**src/rtl/uart_rxq_pkg.sv**
```systemverilog
package uart_rxq_pkg;
  localparam int unsigned CTL_EN    = 0;
  localparam int unsigned CTL_RXCLR = 1;
  localparam logic [7:0]  CTL_KEEP  = 8'hC9;
  typedef logic [7:0] char_t;
endpackage

```
**src/rtl/rxq_mode_ctl.sv**
```systemverilog
module rxq_mode_ctl
  import uart_rxq_pkg::*;
#(
  parameter int unsigned DEPTH = 16,
  localparam int unsigned IW = $clog2(DEPTH)
) (
  input  logic          clk,
  input  logic          rst_n,
  input  logic          wr_en,
  input  char_t         wr_data,
  output char_t         ctl_q,
  output logic          flush,
  output logic [IW-1:0] last_idx
);
  char_t ctl_d;
  logic  en_change;

  always_comb begin
    en_change = wr_data[CTL_EN] ^ ctl_q[CTL_EN];
    flush     = wr_en && (en_change || (wr_data[CTL_EN] && wr_data[CTL_RXCLR]));
    ctl_d     = ctl_q;
    if (wr_en) begin
      if (wr_data[CTL_EN]) ctl_d = wr_data & CTL_KEEP;
      else                 ctl_d = '0;
    end
  end

  always_ff @(posedge clk or negedge rst_n) begin
    if (!rst_n)     ctl_q <= '0;
    else if (wr_en) ctl_q <= ctl_d;
  end

  assign last_idx = ctl_q[CTL_EN] ? IW'(DEPTH - 1) : '0;

  // disabling write zeroes the stored value
  a_r2_disable_zero: assert property (@(posedge clk) disable iff (!rst_n)
    (wr_en && !wr_data[CTL_EN]) |=> (ctl_q == 8'h00));
  // enabling write keeps only the retained fields
  a_r3_keep_mask: assert property (@(posedge clk) disable iff (!rst_n)
    (wr_en && wr_data[CTL_EN]) |=> (ctl_q == ($past(wr_data) & 8'hC9)));
endmodule

```
**src/rtl/rxq_src_sel.sv**
```systemverilog
module rxq_src_sel
  import uart_rxq_pkg::*;
(
  input  logic  loop_en,
  input  logic  thr_wr,
  input  char_t thr_wdata,
  input  logic  rx_valid,
  input  char_t rx_char,
  output logic  push,
  output char_t push_data
);
  always_comb begin
    if (loop_en) begin
      push      = thr_wr;
      push_data = thr_wdata;
    end else begin
      push      = rx_valid;
      push_data = rx_char;
    end
  end
endmodule

```
**src/rtl/rxq_ring.sv**
```systemverilog
module rxq_ring
  import uart_rxq_pkg::*;
#(
  parameter int unsigned DEPTH = 16,
  localparam int unsigned IW = $clog2(DEPTH),
  localparam int unsigned CW = $clog2(DEPTH + 1)
) (
  input  logic          clk,
  input  logic          rst_n,
  input  logic          flush,
  input  logic [IW-1:0] last_idx,
  input  logic          push,
  input  char_t         push_data,
  input  logic          pop,
  output logic [CW-1:0] count,
  output char_t         rd_char,
  output logic          ovr
);
  char_t         mem [DEPTH];
  logic [IW-1:0] rd_idx, wr_idx, rd_idx_d, wr_idx_d;
  logic [CW-1:0] count_d, cap;
  char_t         last_q;
  logic          empty, full, do_push, do_pop, ovr_d;

  function automatic logic [IW-1:0] step_idx(input logic [IW-1:0] idx,
                                             input logic [IW-1:0] lim);
    return (idx == lim) ? '0 : idx + IW'(1);
  endfunction

  always_comb begin
    cap     = CW'(last_idx) + CW'(1);
    empty   = (count == '0);
    full    = (count == cap);
    do_push = push && !full && !flush;
    do_pop  = pop && !empty && !flush;
    ovr_d   = push && full && !flush;
    rd_idx_d = rd_idx;
    wr_idx_d = wr_idx;
    count_d  = count;
    if (flush) begin
      rd_idx_d = '0;
      wr_idx_d = '0;
      count_d  = '0;
    end else begin
      if (do_push) wr_idx_d = step_idx(wr_idx, last_idx);
      if (do_pop)  rd_idx_d = step_idx(rd_idx, last_idx);
      case ({do_push, do_pop})
        2'b10:   count_d = count + CW'(1);
        2'b01:   count_d = count - CW'(1);
        default: count_d = count;
      endcase
    end
  end

  always_ff @(posedge clk or negedge rst_n) begin
    if (!rst_n) begin
      rd_idx <= '0;
      wr_idx <= '0;
      count  <= '0;
      ovr    <= 1'b0;
    end else begin
      rd_idx <= rd_idx_d;
      wr_idx <= wr_idx_d;
      count  <= count_d;
      ovr    <= ovr_d;
    end
  end

  always_ff @(posedge clk or negedge rst_n) begin
    if (!rst_n)      last_q <= '0;
    else if (do_pop) last_q <= mem[rd_idx];
  end

  for (genvar g = 0; g < DEPTH; g++) begin : g_entry
    always_ff @(posedge clk) begin
      if (do_push && (wr_idx == IW'(g))) mem[g] <= push_data;
    end
  end

  assign rd_char = empty ? last_q : mem[rd_idx];

  // occupancy bounded by the active capacity
  a_r12_count_bound: assert property (@(posedge clk) disable iff (!rst_n)
    count <= cap);
  // a flush leaves the store empty
  a_r11_flush_empty: assert property (@(posedge clk) disable iff (!rst_n)
    flush |=> (count == '0));
  // overrun only follows an arrival at full occupancy
  a_r7_ovr_full: assert property (@(posedge clk) disable iff (!rst_n)
    ovr |-> ($past(count) == ($past(CW'(last_idx)) + CW'(1))));
  // read on empty changes nothing
  a_r8_empty_pop: assert property (@(posedge clk) disable iff (!rst_n)
    (pop && !push && empty && !flush) |=> ((count == '0) && $stable(last_q)));
endmodule

```
**src/rtl/uart_rxq.sv**
```systemverilog
module uart_rxq
  import uart_rxq_pkg::*;
#(
  parameter int unsigned DEPTH = 16,
  localparam int unsigned IW = $clog2(DEPTH),
  localparam int unsigned CW = $clog2(DEPTH + 1)
) (
  input  logic          clk,
  input  logic          rst_n,
  input  logic          ctl_wr,
  input  logic [7:0]    ctl_wdata,
  input  logic          loop_en,
  input  logic          thr_wr,
  input  logic [7:0]    thr_wdata,
  input  logic          rx_valid,
  input  logic [7:0]    rx_char,
  input  logic          data_rd,
  output logic [7:0]    rd_char,
  output logic [CW-1:0] char_count,
  output logic          overrun_pulse,
  output logic [7:0]    ctl_value
);
  logic [1:0]    rst_sync;
  logic          rst_int_n;
  logic          flush, push;
  char_t         push_data;
  logic [IW-1:0] last_idx;

  always_ff @(posedge clk or negedge rst_n) begin
    if (!rst_n) rst_sync <= '0;
    else        rst_sync <= {rst_sync[0], 1'b1};
  end
  assign rst_int_n = rst_sync[1];

  rxq_mode_ctl #(.DEPTH(DEPTH)) u_ctl (
    .clk      (clk),
    .rst_n    (rst_int_n),
    .wr_en    (ctl_wr),
    .wr_data  (ctl_wdata),
    .ctl_q    (ctl_value),
    .flush    (flush),
    .last_idx (last_idx)
  );

  rxq_src_sel u_src (
    .loop_en   (loop_en),
    .thr_wr    (thr_wr),
    .thr_wdata (thr_wdata),
    .rx_valid  (rx_valid),
    .rx_char   (rx_char),
    .push      (push),
    .push_data (push_data)
  );

  rxq_ring #(.DEPTH(DEPTH)) u_ring (
    .clk       (clk),
    .rst_n     (rst_int_n),
    .flush     (flush),
    .last_idx  (last_idx),
    .push      (push),
    .push_data (push_data),
    .pop       (data_rd),
    .count     (char_count),
    .rd_char   (rd_char),
    .ovr       (overrun_pulse)
  );

  // with loopback, a receiver strobe alone does not add a character
  a_r10_loop_ignores_rx: assert property (@(posedge clk) disable iff (!rst_int_n)
    (loop_en && !thr_wr && rx_valid && !ctl_wr && !data_rd)
      |=> (char_count == $past(char_count)));
  // in single-character mode the count stays at most one
  a_r6_single_cap: assert property (@(posedge clk) disable iff (!rst_int_n)
    !ctl_value[0] |-> (char_count <= CW'(1)));
endmodule

```
**config.mk**
```make
export PLATFORM = sky130hd
export DESIGN_NAME = uart_rxq
export DESIGN_NICKNAME = d
export VERILOG_FILES = /design/src/rtl/uart_rxq_pkg.sv /design/src/rtl/rxq_mode_ctl.sv /design/src/rtl/rxq_src_sel.sv /design/src/rtl/rxq_ring.sv /design/src/rtl/uart_rxq.sv
export SDC_FILE = /design/constraint.sdc
export NUM_CORES = 1
export LEC_CHECK = 0
export BUFFER_PORTS_ARGS = -buffer_cell sky130_fd_sc_hd__buf_2
export CAP_MARGIN = 20
export CORE_ASPECT_RATIO = 1.4
export CORE_MARGIN = 8
export CORE_UTILIZATION = 30
export DETAILED_ROUTE_END_ITERATION = 7
export GPL_TIMING_DRIVEN = 0
export SKIP_LAST_GASP = 1
export SYNTH_ARGS = -nofsm -noshare
export SYNTH_HDL_FRONTEND = slang
export SYNTH_SLANG_ARGS = --single-unit
```
**constraint.sdc**
```tcl
create_clock -name clk -period 3.4 [get_ports clk]
set_input_delay 0.68 -clock clk [delete_from_list [all_inputs] [get_ports clk]]
set_output_delay 0.68 -clock clk [all_outputs]
set_load 0.005 [all_outputs]
```
==> run_results.csv, run 1 <==
group,metric,value,unit
status,status,"completed",
finish,final_util,0.3598,
detailed_routing,drc_errors,0,
logic_synthesis,syn-cell-area,6779,sq um
logic_synthesis,synth_area_leaders,"edfxtp_1, dfrtp_1, mux4_2",
logic_synthesis,netlist.area_leader.share,0.5670,
floorplan,row_count,65,
cts,cts_buffers,17,
place,dpl_cell_area,7387,sq um
sta,slew_violations,0,
setup_path,r2r_start,"u_ring.count[1]",
power,p_switching,1771,uW
finish,final_area,8048,sq um
sta,relSlewSlack,0.4217,
place,port_buffers,44,
setup_path,max_stage_delay,0.60,ns
finish,nNetsFinal,498,
floorplan,fp.dieH,193.9,microns
power,peakVddDrop,422.8,uV
setup_path,crit_path_end_kind,"output port",
floorplan,io_pins,53,
detailed_routing,avgViaCountPerCell,4.780,
sta,fin_ws,0.1099,ns
cts,cts_tree,"done",
power,power.density,726.9,nW/um^2
power,combPwrFrac,0.291,
global_route,antenna_found_initial,0,
finish,syn2layout_area_growth,18.72,%
sta,worst_pin_slew,0.8434,ns
floorplan,die-width,143.0,microns
detailed_routing,wire_per_inst,18.66,microns
global_route,grt_use_total,0.1086,
setup_path,cp_max_fo,10,
cts,ctsHtreeMaxLevel,4,
detailed_routing,drt-initial-drc-count,207,
finish,drive_gt1_frac,0.3461,
setup_path,arrival,2.61,ns
finish,multi_input_area,2101,sq um
setup_path,cpMaxStageDelayCell,"mux4_1",
logic_synthesis,ys_seq_area_frac,0.6704,
sta,post-route-period-util,0.9677,
detailed_routing,ant_nets,0,
global_route,grt_max_degree,27,
setup_path,rr_worst_depth,14,
setup_path,critical_path.startpoint,"u_ring.rd_idx[1]",
logic_synthesis,synth_cells,390,
setup_path,worstPathRequired,2.72,ns
floorplan,core_area,22370,sq um
logic_synthesis,yosysMostFrequentCell,"edfxtp_1",
logic_synthesis,yosysUniqueCellTypes,52,
cts,clk_pin_slew_worst_paths,0.06,ns
floorplan,die-area,27730,sq um
logic_synthesis,ys_warn_count,0,
sta,period_needed,3.290,ns
job,drv_cap,0,
detailed_routing,wl,14400,microns
place,dp_hpwl,10030,microns
setup_path,critPathKind,"flop to output port",
sta,grt_setup_unrepaired,"yes",
setup_path,crit_family,"multiplexers",
cts,clkLatencyLatePin,0.42,ns
floorplan,start_util,0.3031,
logic_synthesis,async_flop_share,0.1795,
logic_synthesis,yosys.area.top_type,"edfxtp_1",
logic_synthesis,ys_seq_elements,156,
power,clkPwrFrac,0.306,
logic_synthesis,synth_common_cells,"edfxtp_1, dfrtp_1, mux2_2, mux4_2, a21oi_1",
place,detailedPlace.worstSlack,-0.4065,ns
logic_synthesis,synth.avg_cell_area,17.38,sq um
sta,setup_viol,0,
place,globalplace.congestion,0.7884,
worst_hold_path,min_path_type,"primary input to asynchronous set/reset pin",
power,cell_internal_pwr,4079,uW
sta,max_freq,303.9,MHz
cts,holdBufCountCts,0,
setup_path,start_kind,"flop",
finish,seq_area,4544,sq um
cts,cts_buffer_depth,2,
cts,clock-sinks,156,
setup_path,crit_chain,"buf_6 > buf_12 > mux4_1 > a211oi_2 > a21oi_1 > mux2_2 > buf_2",
sta,finalClockSkew,0.008167,ns
detailed_routing,vias,3690,
power,p_leak,0.002826,uW
global_route,grt_pass1_wl,22430,microns
global_route,globalRoute.totalOverflow,0,
power,p_seq_frac,0.403,
setup_path,cp.depth,7,
logic_synthesis,synth_edf_count,128,
setup_path,path_buf_inv,3,
finish,n_antenna_cell,0,
detailed_routing,first_pass_iters,4,
global_route,grt_pass1_vias,3928,
cts,cts_root_buf,"clkbuf_16",
sta,final_hold_viol_count,0,
logic_synthesis,synthFlopType,"edfxtp_1",
finish,fillers,2085,
power,p_sw_frac,0.3027,
## sequential cells by signal (all words and copies together) (netlist names)
signal,count
u_ring.mem,128
u_ring.last_q,8
u_ring.count,5
u_ctl.ctl_q,4
u_ring.rd_idx,4
u_ring.wr_idx,4
rst_sync,2
u_ring.ovr,1
## cells in the final DEF, fill, tap and decap left out, types with 3 or more instances in the layout
master and instances:
a211oi_2 8, a21oi_1 14, and2_1 12, and3_1 6
buf_2 50, buf_4 6, buf_6 4, clkbuf_16 17
clkbuf_4 3, clkinv_2 3, conb_1 5, dfrtp_1 28
edfxtp_1 128, ha_1 9, inv_1 8, inv_6 5
mux2_2 25, mux2i_1 12, mux4_1 7, mux4_2 25
nand2_1 5, nand3_1 6, nand3b_1 3, nor2_1 13
nor2b_1 9, nor3_1 3, o21ai_0 8, or3_1 3
xor2_1 4
## routing by layer
| metal | wire (microns) | part of all wire | global-route usage | vias to the layer above |
|---|---|---|---|---|
| met5 | 0 | 0 | 0 | - |
| met4 | 451 | 0.031 | 0.05885 | 0 |
| met3 | 737 | 0.051 | 0.02514 | 22 |
| met2 | 6936 | 0.48 | 0.1702 | 117 |
| met1 | 6279 | 0.44 | 0.1355 | 1885 |
| li1 | - | - | - | 1666 |
## power groups by stage
stage	clock network [uW]	registers [uW]	logic [uW]
after CTS	1820	2370	1690
after detailed placement	0	2400	1650
after global routing	1900	2380	1860
after floorplan	0	2370	1140
final	1790	2360	1700
after global placement	0	2390	1610
## final timing paths
kind / slack [ns] / endpoint
setup / recovery: 0.11 / rd_char[7]
hold reg to reg: 0.12 / u_ring.last_q[6]
max in group asynchronous: 2.88 / u_ring.rd_idx[1]
setup reg to reg: 0.11 / u_ring.count[4]
hold / removal: 0.03 / rst_sync[1]
min in group clk: 0.35 / rst_sync[1]
## metrics by stage
stage                     power (uW)  std cells  setup TNS, ns  hold slack [ns]
after detailed placement        4058        738        -0.5955           0.3394
after global routing            6142        772       -0.05699          0.01763
after CTS                       5882        770       -0.03928          0.01808
after global placement          4002        738        -0.3150           0.3389
final                           5850        772              0          0.03417
after floorplan                 3512        393              0           0.3312
## area by class of cell
| type | instances | area share |
|---|---|---|
| clock buffers | 17 | 0.05286 |
| clock inverters | 15 | 0.01695 |
| plain buffers | 23 | 0.02146 |
| flip-flops and latches | 156 | 0.5647 |
| inverters | 9 | 0.004509 |
| multi-input cells | 205 | 0.2610 |
| well taps | 301 | 0.04680 |
| repair buffers | 46 | 0.03172 |
## worst reg2reg max path, cell delays in order, from the launching register on
cell and delay, ns:
dfrtp_1 0.37, buf_2 0.16, or3_4 0.43, o31ai_4 0.27, or2_1 0.18, inv_4 0.08, ha_1 0.21, clkbuf_4 0.18
xor2_1 0.15, ha_1 0.21, nor2_1 0.08, o32ai_1 0.29, a211oi_1 0.15, or3_1 0.32, a21oi_1 0.13
## kinds of logic (layout without fill, tap and decap cells)
logic type / after synthesis / count (layout) / share of synthesized area
flops: 156 / 156 / 0.6704
simple gates: 75 / 75 / 0.06552
mux: 69 / 69 / 0.1694
compound gates: 42 / 42 / 0.04227
buf+inv: 32 / 110 / 0.02824
fa+ha+maj: 9 / 9 / 0.01661
xor+xnor: 5 / 5 / 0.006460
other cells: 2 / 5 / 0.001108
## timing repair
action,4_1_cts,5_1_grt
buffers inserted,0,1
gates cloned,0,0
endpoints found under the setup margin,8,9
resized for setup,8,12
pin swaps,0,3
hold endpoints to repair,0,0
No activity file was read; power rests on OpenSTA's default activity.
==> run 2: changes to the inputs <==
Settings changed: ABC_AREA set to 1, GPL_TIMING_DRIVEN 0 to unset, SLEW_MARGIN set to 20.
==> run_results.csv, run 2 <==
group,metric,value,unit
status,status,"completed",
finish,instances_no_fill,1129,
place,globalplace.congestion,0.7920,
global_route,grt_use_total,0.1212,
setup_path,crit_path_end_kind,"output port",
sta,finalClockSkew,0.01498,ns
finish,fillers,2412,
logic_synthesis,yosys.area.top_type,"edfxtp_1",
place,dp_cells,1097,
setup_path,worstPathRequired,2.72,ns
detailed_routing,avgViaCountPerCell,4.508,
floorplan,fp.dieH,199.9,microns
sta,setup_viol,0,
detailed_routing,ant_nets,0,
sta,slew_violations,0,
floorplan,core_area,23810,sq um
sta,post-route-period-util,0.8935,
logic_synthesis,yosysUniqueCellTypes,33,
floorplan,die-area,29460,sq um
logic_synthesis,synthFlopType,"edfxtp_1",
finish,nNetsFinal,846,
logic_synthesis,ys_warn_count,0,
setup_path,max_stage_delay,0.44,ns
logic_synthesis,synth_top_family_by_area,"simple AND/OR/NAND/NOR gates",
setup_path,path_buf_inv,2,
setup_path,cp_max_fo,16,
detailed_routing,wl,17120,microns
cts,cts_buffers,17,
cts,clock-sinks,156,
sta,period_needed,3.038,ns
logic_synthesis,synth_edf_count,128,
logic_synthesis,yosysMostFrequentCell,"nand2_1",
sta,fin_ws,0.3622,ns
logic_synthesis,synth_fa_ha_area_frac,0.01554,
detailed_routing,vias,5090,
floorplan,io_pins,53,
logic_synthesis,ys_seq_area_frac,0.6271,
setup_path,arrival,2.36,ns
cts,ctsHtreeMaxLevel,4,
finish,largestRegisters,"u_ring.mem (128), u_ring.last_q (8), u_ring.count (5)",
detailed_routing,wire_per_inst,15.16,microns
place,dpl_cell_area,7855,sq um
cts,holdBufCountCts,0,
logic_synthesis,synth-compound-area-share,0.01727,
logic_synthesis,synth-xor-area-share,0.006043,
setup_path,cpMaxStageDelayCell,"dfrtp_1",
floorplan,start_util,0.3044,
place,port_buffers,45,
finish,final_area,8398,sq um
worst_hold_path,min_path_type,"primary input to asynchronous set/reset pin",
global_route,globalRoute.totalOverflow,0,
logic_synthesis,synth_area_leaders,"edfxtp_1, nand2_1, dfrtp_1",
sta,relSlewSlack,0.5751,
setup_path,crit_top_cell,"nand2_1",
sta,max_freq,329.2,MHz
sta,final_hold_viol_count,0,
logic_synthesis,synth.avg_cell_area,9.714,sq um
logic_synthesis,syn-cell-area,7247,sq um
cts,cts_tree,"done",
finish,multi_input_area,2223,sq um
detailed_routing,drt-initial-drc-count,372,
sta,fin_tns_setup,0,ns
setup_path,crit_chain,"buf_4 > nor2_4 > nand3_1 > nand2_1 > nor2_1 > nand2_1 > nand2_1 > nand2_1 > nand2_1 > buf_2",
power,peakVddDrop,415.2,uV
global_route,grt_pass1_wl,26890,microns
floorplan,row_count,67,
setup_path,crit_family,"simple AND/OR/NAND/NOR gates",
logic_synthesis,ys_seq_elements,156,
place,dp_hpwl,11810,microns
detailed_routing,first_pass_iters,5,
setup_path,start_kind,"flop",
finish,final_common_cell,"nand2_1",
finish,final_cell_mix,"nand2_1, edfxtp_1, inv_1",
finish,seq_area,4546,sq um
global_route,grt_pass1_vias,5058,
logic_synthesis,synth_common_cells,"nand2_1, edfxtp_1, inv_1, nand3_1, nor2_1",
global_route,antenna_found_initial,0,
cts,clk_pin_slew_worst_paths,0.06,ns
global_route,grt_max_degree,86,
logic_synthesis,netlist.area_leader.share,0.5304,
finish,n_antenna_cell,0,
logic_synthesis,synth.area.mux_share,0.01243,
sta,grt_setup_unrepaired,"no",
power,power.density,672.5,nW/um^2
place,detailedPlace.worstSlack,0.5628,ns
logic_synthesis,synth_cells,746,
power,p_leak,0.003569,uW
finish,syn2layout_area_growth,15.88,%
cts,cts_buffer_depth,2,
cts,clkLatencyLatePin,0.43,ns
logic_synthesis,async_flop_share,0.1795,
cts,cts_root_buf,"clkbuf_16",
job,drv_cap,0,
logic_synthesis,synthSimpleGateAreaFrac,0.2529,
finish,drive_gt1_frac,0.1563,
finish,top_register,"u_ring.mem",
sta,worst_pin_slew,0.6373,ns
setup_path,critPathKind,"flop to output port",
detailed_routing,drc_errors,0,
finish,largest_reg_flops,128,
floorplan,die-width,147.4,microns
[run 2: worst paths after layout]
check / start / slack (ns) / cells after the start / endpoint
setup / recovery: u_ring.rd_idx[1] / 0.36 / 10 / rd_char[2]
hold / removal: rst_n / 0.03 / 1 / rst_sync[0]
setup reg to reg: u_ring.count[0] / 0.81 / 15 / u_ring.count[4]
hold reg to reg: rst_sync[1] / 0.24 / 1 / u_ring.count[0]
max in group asynchronous: rst_sync[1] / 2.88 / 1 / u_ring.rd_idx[0]
min in group clk: rst_sync[0] / 0.35 / 0 / rst_sync[1]
[run 2: area by class of cell]
cell class	count	share of cell area
Clock buffer	18	0.05110
Clock inverter	14	0.01311
Inverter	80	0.03576
Multi-Input combinational cell	483	0.2647
Sequential cell	156	0.5413
Tap cell	310	0.04619
Timing Repair Buffer	68	0.04782
[run 2: worst register-to-register path: cells and delay by family (launching register included)]
kind	cells	cell delay (ns)
simple gates	8	0.92
fa+ha+maj	2	0.52
buf+inv	2	0.21
xor+xnor	1	0.22
compound gates	2	0.16
flops	1	0.43
[run 2: kinds of logic after synthesis]
kind of cell	count (synthesis)
adder cells (fa/ha/maj)	9
multiplexers	8
AND/OR/NAND/NOR	433
other	2
XOR/XNOR	5
flip-flops	156
buffers and inverters	110
AO/OA/AOI/OAI	23
[run 2: layer usage]
metal,part of all wire,up-vias,GRT usage
li1,-,2525,-
met1,0.38,2434,0.1200
met2,0.56,95,0.2360
met3,0.025,36,0.01782
met4,0.037,0,0.07008
met5,0,-,0
[run 2: power breakdown]
group / total, uW / switching [uW] / internal, uW
sequential: 2320 / 94.1 / 2230
clock: 1730 / 789 / 944
combinational: 1590 / 1060 / 527
total: 5650 / 1950 / 3700
[run 2: what timing repair did]
item	CTS	global route
setup endpoints to repair	0	3
resized for setup	0	1
buffers inserted	0	0
[run 2: per-stage QoR]
step,utilization,total power [uW],hold WS [ns]
final,0.3527,5648,0.02543
after global routing,0.3527,6010,0.01107
after CTS,0.3526,5702,0.009605
after detailed placement,0.3299,3976,0.2505
after global placement,0.3299,3952,0.2531
after floorplan,-,3468,0.3312
